[config.mk]
export PLATFORM = sky130hd
export DESIGN_NAME = irq_route_regs
export DESIGN_NICKNAME = d
export VERILOG_FILES = /design/src/rtl/irq_route_pkg.sv /design/src/rtl/irq_route_decode.sv /design/src/rtl/irq_route_table.sv /design/src/rtl/irq_route_events.sv /design/src/rtl/irq_route_regs.sv
export SDC_FILE = /design/constraint.sdc
export NUM_CORES = 2
export LEC_CHECK = 0
export BUFFER_PORTS_ARGS = -buffer_cell sky130_fd_sc_hd__buf_2
export CORE_AREA = 4 4 675 677
export DETAILED_ROUTE_END_ITERATION = 10
export DIE_AREA = 0 0 679 681
export PLACE_DENSITY = 0.37
export SYNTH_ARGS = -nofsm -noshare
export SYNTH_HDL_FRONTEND = slang
export SYNTH_SLANG_ARGS = --single-unit
[constraint.sdc]
create_clock -name clk -period 9.15 [get_ports clk]
set_input_delay 0 -clock clk [delete_from_list [all_inputs] [get_ports clk]]
set_output_delay 0 -clock clk [all_outputs]
set_load 0.01 [all_outputs]
[src/rtl/irq_route_pkg.sv]
package irq_route_pkg;

    // One routing entry, most significant field first
    typedef struct packed {
        logic [7:0]  dest;
        logic [38:0] rsvd;
        logic        mask;
        logic        trig;
        logic        rpend;
        logic        pol;
        logic        dstat;
        logic        dmode;
        logic [2:0]  dlv;
        logic [7:0]  vec;
    } route_ent_t;

    localparam int ENT_W = 64;
    localparam int WIN_BYTES = 256;

    localparam logic [7:0] OFS_SELECT = 8'h00;
    localparam logic [7:0] OFS_WINDOW = 8'h10;

    localparam logic [31:0] SEL_ID       = 32'h0000_0000;
    localparam logic [31:0] SEL_VER      = 32'h0000_0001;
    localparam logic [31:0] SEL_ARB      = 32'h0000_0002;
    localparam logic [31:0] SEL_TBL_BASE = 32'h0000_0010;

    typedef enum logic [1:0] {
        OK_SELECT,
        OK_WINDOW,
        OK_OTHER
    } ofs_kind_t;

    typedef enum logic [2:0] {
        TGT_ID,
        TGT_VER,
        TGT_ARB,
        TGT_ENT,
        TGT_NONE
    } win_tgt_t;

    function automatic route_ent_t ent_reset_value();
        route_ent_t r;
        r = '0;
        r.mask = 1'b1;
        return r;
    endfunction

    // Replace one 32-bit half; a low-half write drops remote-pending
    function automatic route_ent_t ent_write_half(route_ent_t old, logic hi,
                                                  logic [31:0] d);
        logic [ENT_W-1:0] v;
        route_ent_t r;
        v = old;
        if (hi) begin
            v[63:32] = d;
        end else begin
            v[31:0] = d;
        end
        r = route_ent_t'(v);
        if (!hi) begin
            r.rpend = 1'b0;
        end
        return r;
    endfunction

    function automatic logic [31:0] ent_read_half(route_ent_t e, logic hi);
        logic [ENT_W-1:0] v;
        v = e;
        return hi ? v[63:32] : v[31:0];
    endfunction

endpackage

[src/rtl/irq_route_decode.sv]
module irq_route_decode
    import irq_route_pkg::*;
#(
    parameter int              NPINS     = 24,
    parameter int              ADDR_W    = 32,
    parameter logic [ADDR_W-1:0] BASE_ADDR = 32'h4000_1000,
    localparam int             IDX_W     = $clog2(NPINS)
) (
    input  logic [ADDR_W-1:0] addr,
    input  logic [31:0]       sel,
    output logic              in_win,
    output ofs_kind_t         ofs_kind,
    output win_tgt_t          tgt,
    output logic [IDX_W-1:0]  ent_idx,
    output logic              ent_hi
);

    localparam logic [ADDR_W:0] WIN_LO = {1'b0, BASE_ADDR};
    localparam logic [ADDR_W:0] WIN_HI = {1'b0, BASE_ADDR} + (ADDR_W+1)'(WIN_BYTES);

    logic [ADDR_W:0] addr_x;
    logic [7:0]      ofs;
    logic [31:0]     rel;
    logic [31:0]     full_idx;

    assign addr_x = {1'b0, addr};
    assign in_win = (addr_x >= WIN_LO) && (addr_x < WIN_HI);
    assign ofs    = addr[7:0];

    always_comb begin
        if (ofs == OFS_SELECT) begin
            ofs_kind = OK_SELECT;
        end else if (ofs == OFS_WINDOW) begin
            ofs_kind = OK_WINDOW;
        end else begin
            ofs_kind = OK_OTHER;
        end
    end

    assign rel      = sel - SEL_TBL_BASE;
    assign full_idx = rel >> 1;
    assign ent_idx  = full_idx[IDX_W-1:0];
    assign ent_hi   = sel[0];

    always_comb begin
        if (sel == SEL_ID) begin
            tgt = TGT_ID;
        end else if (sel == SEL_VER) begin
            tgt = TGT_VER;
        end else if (sel == SEL_ARB) begin
            tgt = TGT_ARB;
        end else if (sel >= SEL_TBL_BASE && full_idx < 32'(NPINS)) begin
            tgt = TGT_ENT;
        end else begin
            tgt = TGT_NONE;
        end
    end

endmodule

[src/rtl/irq_route_table.sv]
module irq_route_table
    import irq_route_pkg::*;
#(
    parameter int  NPINS = 24,
    localparam int IDX_W = $clog2(NPINS)
) (
    input  logic             clk,
    input  logic             rst,
    input  logic             wr_en,
    input  logic [IDX_W-1:0] wr_idx,
    input  logic             wr_hi,
    input  logic [31:0]      wr_data,
    input  logic [NPINS-1:0] rp_set,
    input  logic [NPINS-1:0] rp_clr,
    output route_ent_t       ents [NPINS]
);

    for (genvar i = 0; i < NPINS; i++) begin : g_pin
        route_ent_t nxt;

        // Delivery-side flag updates first, then the bus write on top
        always_comb begin
            nxt = ents[i];
            if (rp_set[i]) begin
                nxt.rpend = 1'b1;
            end
            if (rp_clr[i]) begin
                nxt.rpend = 1'b0;
            end
            if (wr_en && (wr_idx == IDX_W'(i))) begin
                nxt = ent_write_half(nxt, wr_hi, wr_data);
            end
        end

        always_ff @(posedge clk) begin
            if (rst) begin
                ents[i] <= ent_reset_value();
            end else begin
                ents[i] <= nxt;
            end
        end
    end

endmodule

[src/rtl/irq_route_events.sv]
module irq_route_events
    import irq_route_pkg::*;
#(
    parameter int  NPINS = 24,
    localparam int IDX_W = $clog2(NPINS)
) (
    input  logic             clk,
    input  logic             rst,
    input  logic             wr_en,
    input  logic [IDX_W-1:0] wr_idx,
    input  logic             wr_hi,
    input  logic [31:0]      wr_data,
    input  route_ent_t       old_ent,
    input  logic [NPINS-1:0] pin_req,
    output logic             mask_chg_valid,
    output logic [IDX_W-1:0] mask_chg_pin,
    output logic             mask_chg_val,
    output logic             svc_valid,
    output logic [IDX_W-1:0] svc_pin
);

    route_ent_t new_ent;
    logic       req_bit;
    logic       mask_flip;
    logic       want_svc;

    assign new_ent   = ent_write_half(old_ent, wr_hi, wr_data);
    assign req_bit   = |(pin_req & (NPINS'(1) << wr_idx));
    assign mask_flip = wr_en && (new_ent.mask != old_ent.mask);
    assign want_svc  = wr_en && new_ent.trig && req_bit;

    always_ff @(posedge clk) begin
        if (rst) begin
            mask_chg_valid <= 1'b0;
            mask_chg_pin   <= '0;
            mask_chg_val   <= 1'b0;
            svc_valid      <= 1'b0;
            svc_pin        <= '0;
        end else begin
            mask_chg_valid <= mask_flip;
            svc_valid      <= want_svc;
            if (mask_flip) begin
                mask_chg_pin <= wr_idx;
                mask_chg_val <= new_ent.mask;
            end
            if (want_svc) begin
                svc_pin <= wr_idx;
            end
        end
    end

endmodule

[src/rtl/irq_route_regs.sv]
module irq_route_regs
    import irq_route_pkg::*;
#(
    parameter int                NPINS     = 24,
    parameter int                ADDR_W    = 32,
    parameter logic [ADDR_W-1:0] BASE_ADDR = 32'h4000_1000,
    parameter logic [7:0]        VERSION   = 8'h11,
    localparam int               IDX_W     = $clog2(NPINS)
) (
    input  logic                   clk,
    input  logic                   rst,
    input  logic                   req_valid,
    input  logic                   req_write,
    input  logic [ADDR_W-1:0]      req_addr,
    input  logic [3:0]             req_size,
    input  logic [31:0]            req_wdata,
    output logic                   rsp_valid,
    output logic [31:0]            rsp_rdata,
    input  logic [NPINS-1:0]       pin_req,
    input  logic [NPINS-1:0]       rp_set,
    input  logic [NPINS-1:0]       rp_clr,
    output logic [NPINS*ENT_W-1:0] tbl_out,
    output logic                   mask_chg_valid,
    output logic [IDX_W-1:0]       mask_chg_pin,
    output logic                   mask_chg_val,
    output logic                   svc_valid,
    output logic [IDX_W-1:0]       svc_pin
);

    localparam logic [31:0] VER_WORD = {8'h00, 8'(NPINS - 1), 8'h00, VERSION};

    logic [31:0]      sel_q;
    logic [3:0]       id_q;
    logic             in_win;
    ofs_kind_t        ofs_kind;
    win_tgt_t         tgt;
    logic [IDX_W-1:0] ent_idx;
    logic             ent_hi;
    route_ent_t       ents [NPINS];
    route_ent_t       cur_ent;

    logic        claim;
    logic        size_ok;
    logic        wr_ok;
    logic        sel_wr;
    logic        win_wr;
    logic        ent_wr;
    logic        id_wr;
    logic [31:0] id_word;
    logic [31:0] win_word;
    logic [31:0] rd_word;

    irq_route_decode #(
        .NPINS    (NPINS),
        .ADDR_W   (ADDR_W),
        .BASE_ADDR(BASE_ADDR)
    ) u_dec (
        .addr    (req_addr),
        .sel     (sel_q),
        .in_win  (in_win),
        .ofs_kind(ofs_kind),
        .tgt     (tgt),
        .ent_idx (ent_idx),
        .ent_hi  (ent_hi)
    );

    assign claim   = req_valid && in_win;
    assign size_ok = (req_size == 4'd4) || (req_size == 4'd8);
    assign wr_ok   = claim && req_write && size_ok;
    assign sel_wr  = wr_ok && (ofs_kind == OK_SELECT);
    assign win_wr  = wr_ok && (ofs_kind == OK_WINDOW);
    assign ent_wr  = win_wr && (tgt == TGT_ENT);
    assign id_wr   = win_wr && (tgt == TGT_ID);

    irq_route_table #(
        .NPINS(NPINS)
    ) u_tbl (
        .clk    (clk),
        .rst    (rst),
        .wr_en  (ent_wr),
        .wr_idx (ent_idx),
        .wr_hi  (ent_hi),
        .wr_data(req_wdata),
        .rp_set (rp_set),
        .rp_clr (rp_clr),
        .ents   (ents)
    );

    assign cur_ent = ents[ent_idx];

    irq_route_events #(
        .NPINS(NPINS)
    ) u_evt (
        .clk           (clk),
        .rst           (rst),
        .wr_en         (ent_wr),
        .wr_idx        (ent_idx),
        .wr_hi         (ent_hi),
        .wr_data       (req_wdata),
        .old_ent       (cur_ent),
        .pin_req       (pin_req),
        .mask_chg_valid(mask_chg_valid),
        .mask_chg_pin  (mask_chg_pin),
        .mask_chg_val  (mask_chg_val),
        .svc_valid     (svc_valid),
        .svc_pin       (svc_pin)
    );

    for (genvar i = 0; i < NPINS; i++) begin : g_out
        assign tbl_out[i*ENT_W +: ENT_W] = ents[i];
    end

    // Select and identifier registers
    always_ff @(posedge clk) begin
        if (rst) begin
            sel_q <= '0;
            id_q  <= '0;
        end else begin
            if (sel_wr) begin
                sel_q <= req_wdata;
            end
            if (id_wr) begin
                id_q <= req_wdata[27:24];
            end
        end
    end

    assign id_word = {4'h0, id_q, 24'h000000};

    always_comb begin
        unique case (tgt)
            TGT_ID:  win_word = id_word;
            TGT_ARB: win_word = id_word;
            TGT_VER: win_word = VER_WORD;
            TGT_ENT: win_word = ent_read_half(cur_ent, ent_hi);
            default: win_word = '0;
        endcase
    end

    always_comb begin
        unique case (ofs_kind)
            OK_SELECT: rd_word = sel_q;
            OK_WINDOW: rd_word = win_word;
            default:   rd_word = '0;
        endcase
    end

    // Response one cycle after a claimed access
    always_ff @(posedge clk) begin
        if (rst) begin
            rsp_valid <= 1'b0;
            rsp_rdata <= '0;
        end else begin
            rsp_valid <= claim;
            rsp_rdata <= (claim && !req_write) ? rd_word : '0;
        end
    end

endmodule

After elaboration in Yosys (flattened, before gate mapping):

Index checks and enable logic that the tools add are counted.

* add/sub/neg operators: 1
* order comparisons: 5
* equality and inequality tests: 33
* shift-type cells: 1
* mux-type cells: 133
* bitwise logic cells: 4
* reduce and logical (&&, ||, !) cells: 95

Operators with widths (count)
* 15-bit 2-to-1 mux: 48
* 64-bit binary-select mux with 5-bit select: 1
* 64-bit 2-to-1 mux: 2
* 32-bit one-hot mux with 3 select lines: 1
* 2-bit AND reduction: 48
* 1-bit 2-to-1 mux: 72
* 32-bit one-hot mux with 2 select lines: 1
* 5-bit by 4-bit equality test with 1-bit output (second input constant): 8
* 5-bit equality test (second input constant): 8
* 1-bit logical AND: 37
* 32-bit by 1-bit equality test with 1-bit output (second input constant): 1
* 32-bit by 2-bit equality test with 1-bit output (second input constant): 1
* 32-bit by 31-bit >= comparator with 1-bit output (second input constant): 1
* 32-bit by 5-bit >= comparator with 1-bit output (second input constant): 1
* 32-bit logical NOT: 1
* 32-bit by 31-bit < comparator with 1-bit output (second input constant): 1
* 32-bit 2-to-1 mux: 1
* 32-bit by 5-bit subtractor with 32-bit output (second input constant): 1
* 31-bit by 5-bit < comparator with 1-bit output (second input constant): 1
* 24-bit AND: 1
* 24-bit OR reduction: 1
* 1-bit by 5-bit left shift with 24-bit output (first input constant): 1
* 5-bit by 3-bit equality test with 1-bit output (second input constant): 4
* 17-bit 2-to-1 mux: 1
* 21 further kinds: 29

* register bits: 1618
* input port bits: 144
* output and inout bits: 1582

Depth between registers and ports, before layout:

* word-level depth: 11
* depth in mapped cells: 15

Modules after synthesis:

Synthesis repeated with hierarchy kept, for this count alone.

* cells, all modules: 7150
* area, all modules: 75244.7 sq um

By module, submodules not included
* irq_route_table: instances 1, cells an instance 5242, area each 58268.4 sq um, seq. area each 30749.5 sq um
* irq_route_regs: instances 1, cells an instance 1741, area each 15653.8 sq um, seq. area each 1381.3 sq um
* irq_route_events: instances 1, cells an instance 91, area each 814.5 sq um, seq. area each 260.2 sq um
* irq_route_decode: instances 1, cells an instance 76, area each 508.0 sq um, seq. area each 0.0 sq um

Worst setup path before layout:

No wires, ideal clock.

* kind: register -> register
* start point: register sel_q[4]
* end point: register, netlist name u_tbl.ents[1000]
* library setup time: 0.132 ns
* arrival time: 4.058 ns
* data required time: 9.018 ns
* path slack: 4.960 ns
* stages on the path, launching flop included: 15
* path buffers: 5
* clock period less this slack: 4.190 ns
* path through: dfxtp_1 > buf_2 > inv_2 > buf_2 > buf_1 > ha_1 > nor3b_1 > and2_1 > and4_1 > o211ai_1 > buf_6 > nor4_4 > nand3_4 > buf_6 > mux2i_1

* cells in the longest elaborated chain, start to end: 11

RTL lines
* start: declaration: line irq_route_regs.sv:32 `logic [31:0] sel_q;`
* start signal: assignment: line irq_route_regs.sv:120 `sel_q <= req_wdata;`
* 32-bit by 5-bit subtractor with 32-bit output *: line irq_route_decode.sv:40 `assign rel = sel - SEL_TBL_BASE;`
* net ent_idx[3]: line irq_route_regs.sv:37 `logic [IDX_W-1:0] ent_idx;`
* 31-bit by 5-bit < comparator with 1-bit output: line irq_route_decode.sv:52 `end else if (sel >= SEL_TBL_BASE && full_idx < 32'(NPINS)) begin`
* 1-bit logical AND: line irq_route_decode.sv:52
* 3-bit 2-to-1 mux: line irq_route_decode.sv:52
* 3-bit 2-to-1 mux: line irq_route_decode.sv:50 `end else if (sel == SEL_ARB) begin`
* 3-bit 2-to-1 mux: line irq_route_decode.sv:48 `end else if (sel == SEL_VER) begin`
* 3-bit 2-to-1 mux: line irq_route_decode.sv:46 `if (sel == SEL_ID) begin`
* 3-bit by 2-bit equality test with 1-bit output: line irq_route_regs.sv:72 `assign ent_wr = win_wr && (tgt == TGT_ENT);`
* 1-bit logical AND: line irq_route_regs.sv:72
* 1-bit logical AND *: line irq_route_table.sv:30 `if (wr_en && (wr_idx == IDX_W'(i))) begin`
* 2-bit AND reduction (no source line) *

Mark *: on every way through the listed nets, which the timed path passes. The rest lies on a longest branch.
A chain may end at the register's enable or synchronous reset.

Worst setup path in the final report:

* start point: register sel_q[4]
* end point: register, netlist name u_tbl.ents[1166]

* cells in the longest elaborated chain, start to end: 11

RTL lines (line)
* 32-bit by 5-bit subtractor with 32-bit output: irq_route_decode.sv:40
* 31-bit by 5-bit < comparator with 1-bit output: irq_route_decode.sv:52
* 1-bit logical AND: irq_route_decode.sv:52
* 3-bit 2-to-1 mux: irq_route_decode.sv:52
* 3-bit 2-to-1 mux: irq_route_decode.sv:50
* 3-bit 2-to-1 mux: irq_route_decode.sv:48
* 3-bit 2-to-1 mux: irq_route_decode.sv:46
* 3-bit by 2-bit equality test with 1-bit output: irq_route_regs.sv:72
* 1-bit logical AND: irq_route_regs.sv:72
* 1-bit logical AND *: irq_route_table.sv:30
* 15-bit 2-to-1 mux *: irq_route_table.sv:30

Every way passes the cells marked *; elsewhere a longest branch is shown, timed or not.

==> flow_metrics.env <==
export IMPL_crit_family="buffers and inverters"
export IMPL_drive_gt1_share_pct=33.52
export IMPL_area_growth_pct=31.23
export IMPL_grt_pass1_vias=60480
export IMPL_io_buffers=1725
export IMPL_grt_overflow=0
export IMPL_ios=1726
export IMPL_finalHoldViolCount=0
export IMPL_layout_setup_ws_ns=3.486
export IMPL_rsz0062_at_grt="false"
export IMPL_viasPerCell=4.282
export IMPL_timing_max_cap_violations=0
export IMPL_swShare_pct=24.41
export IMPL_final_cell_mix="buf_2 (1724), dfxtp_1 (1613), mux2i_1 (1530), nand2b_1 (1497), mux4_2 (448)"
export IMPL_first_iter_violations=4836
export IMPL_first_pass_iters=8
export IMPL_hpwl_mm=402.7
export IMPL_layout_commonest_cell="buf_2"
export IMPL_crit_slowest_cell="nand3_4"
export IMPL_synth_nets=6565
export IMPL_die_w_um=679
export IMPL_netlist_instances=6420
export IMPL_finalHoldWorstSlack_ns=0.05901
export IMPL_fin_cells=14200
export IMPL_coreArea_sq_mm=0.4488
export IMPL_pwr_share_comb_pct=3.6
export IMPL_cts_root_buf="clkbuf_16"
export IMPL_setup_viol=0
export IMPL_async_flop_share_pct=0
export IMPL_clock_latency_ns=0.91
export IMPL_path_cells="buf_4 -> inv_8 -> ha_4 -> xor2_1 -> or3_1 -> a221oi_1 -> nand4_1 -> o21ba_4 -> buf_4 -> nand3_4 -> o211a_1 -> dlygate4sd3_1"
export IMPL_remaining_drc_errors=0
export IMPL_min_path_type="input pin to flop"
export IMPL_dp_cells=13580
export IMPL_p_sw_w=0.004037
export IMPL_die_h_um=681
export IMPL_multi_input_area_sq_mm=0.03953
export IMPL_synth_edf_count=0
export IMPL_synth_cell_types=68
export IMPL_fillCellCount=48640
export IMPL_p_per_area_mw_per_mm2=168.2
export IMPL_start_util_pct=16.70
export IMPL_antenna_found_initial=99
export IMPL_h_tree_depth=4
export IMPL_seqPwrFrac_pct=42.7
export IMPL_wl_per_cell_um=36.78
export IMPL_clkSinkCount=1618
export IMPL_drt_wl_total_mm=522.2
export IMPL_worst_endpoint_arrival_ns=6.49
export IMPL_ys_ff_latch=1618
export IMPL_tns_ns=0
export IMPL_finClkSkew_ns=0.07933
export IMPL_ys_warn_count=0
export IMPL_gp_congestion=0.8676
export IMPL_grt_max_degree=238
export IMPL_crit_top_cell="buf_4"
export IMPL_track_usage_pct=21.60
export IMPL_tightest_slew_ns=1.237
export IMPL_timing_final_crit_period_ns=5.664
export IMPL_clk_pin_slew_ns=0.06
export IMPL_syn_area_sq_mm=0.07492
export IMPL_cts_resized_gates=0
export IMPL_status="finished clean"
export IMPL_syn_avg_cell_area_sq_um=11.67
export IMPL_cp_end_kind="flop"
export IMPL_grt_pass1_wl_mm=662.2
export IMPL_period_share_pct=61.90
export IMPL_worst_setup_path_type="flop to flop"
export IMPL_final_antenna_net_count=0
export IMPL_regArea_sq_mm=0.03241
export IMPL_critPathBufInv=4
export IMPL_critPathMaxStageDelay_ns=0.96
export IMPL_p_leak_nw=48.10
export IMPL_tritoncts="yes"
export IMPL_nets=8168
export IMPL_num_vias=60790
export IMPL_dpl_worst_slack_ns=3.666
export IMPL_yosysSeqAreaShare_pct=43.23
export IMPL_cts_buffers=211
export IMPL_timing_fmax_ghz=0.1766
export IMPL_p_int_w=0.01250
export IMPL_cts_max_path_buffers=4
export IMPL_worstPathRequired_ns=9.97
export IMPL_startpoint_type="flop"
export IMPL_p_clk_share_pct=53.8
export IMPL_num_rows=246
export IMPL_critPathMaxFanout=33
export IMPL_drv_slew=0
export IMPL_ir_drop_mv=0.1756
export IMPL_synth_flop_cell="dfxtp_1"
export IMPL_relSlewSlack_pct=16.79
export IMPL_dieArea_sq_mm=0.4624
==> cell families after synthesis <==
logic type / synth area share, %
XOR/XNOR: 0.05845
AND/OR/NAND/NOR: 15.78
buffers and inverters: 4.479
AO/OA/AOI/OAI: 2.455
multiplexers: 33.98
adder cells (fa/ha/maj): 0.01670
flip-flops: 43.23
==> power by group through the flow <==
stage	sequential (W)	combinational [W]	clock (W)
floorplan	0.00721	0.000272	0
global placement	0.00721	0.000538	0
detailed placement	0.00721	0.000541	0
CTS	0.00705	0.000601	0.00916
global route	0.00705	0.000618	0.00937
finish	0.00705	0.000591	0.00889
==> worst reg2reg max path: stages, from the launching register on <==
cell and delay [ns]:
dfxtp_2 0.31, buf_4 0.41, inv_8 0.19, ha_4 0.24, xor2_1 0.13, or3_1 0.33
a221oi_1 0.28, nand4_1 0.17, o21ba_4 0.63, buf_4 0.81, nand3_4 1.05, o211a_1 0.47
dlygate4sd3_1 0.54
==> sequential cells by signal (all words and copies together), names as in the netlist <==
signal	cells
u_evt.svc_pin	5
rsp_valid	1
u_evt.mask_chg_valid	1
u_tbl.ents	1536
rsp_rdata	32
u_evt.mask_chg_val	1
u_evt.svc_valid	1
id_q	4
sel_q	32
u_evt.mask_chg_pin	5
==> area by class of cell <==
class / instances / area share, %
clock inverter: 79 / 1.101
timing repair buffer: 2036 / 11.76
multi-input combinational: 4143 / 40.21
tap: 5952 / 7.574
sequential: 1618 / 32.96
inverter: 13 / 0.05727
antenna: 58 / 0.1476
clock buffer: 298 / 6.195
==> what timing repair did <==
action | in CTS | in global routing
endpoints found under the hold margin | 643 | 0
setup buffers | 0 | 0
hold buffers | 186 | 0
setup endpoints to repair | 0 | 0
==> metrics by stage <==
stage	instance area (sq um)	total power [W]	utilization, %
after floorplan	74920	0.007482	-
after global placement	89130	0.007747	19.86
after detailed placement	89140	0.007750	19.86
after CTS	98180	0.01681	21.88
after global routing	98230	0.01704	21.89
final	98320	0.01654	21.91
==> cells in the mapped netlist (19+ instances only) <==
master	instances	area, sq um
dfxtp_1	1618	32390
mux2i_1	1530	15310
nand2b_1	1529	9565
mux4_2	448	10090
clkbuf_1	424	1592
nand2_1	131	491.7
buf_6	97	1092
nor2_1	78	292.8
a21oi_1	66	330.3
buf_2	57	285.3
buf_1	46	172.7
a22oi_1	32	240.2
nand3_4	32	560.5
o22ai_1	28	175.2
o31ai_1	27	202.7
a221o_1	26	260.3
buf_4	22	165.2
nand3_1	19	95.09
nor3_1	19	95.09
==> final timing paths <==
| kind | slack (ns) | to | cells past startpoint | start |
|---|---|---|---|---|
| max | 3.49 | u_tbl.ents[1166] | 12 | sel_q[4] |
| max reg2reg | 3.49 | u_tbl.ents[1166] | 12 | sel_q[4] |
| min | 0.06 | rsp_rdata[26] | 3 | req_write |
| min reg2reg | 0.46 | sel_q[30] | 2 | sel_q[30] |
==> per-layer routing <==
metal	track usage (%)	up-vias	part of all wire (%)
li1	-	25940	-
met1	26.11	31780	40
met2	35.42	2519	46
met3	7.643	554	9.3
met4	7.435	4	4.1
met5	0	-	0.0052
(Power assumes the default switching activity.)
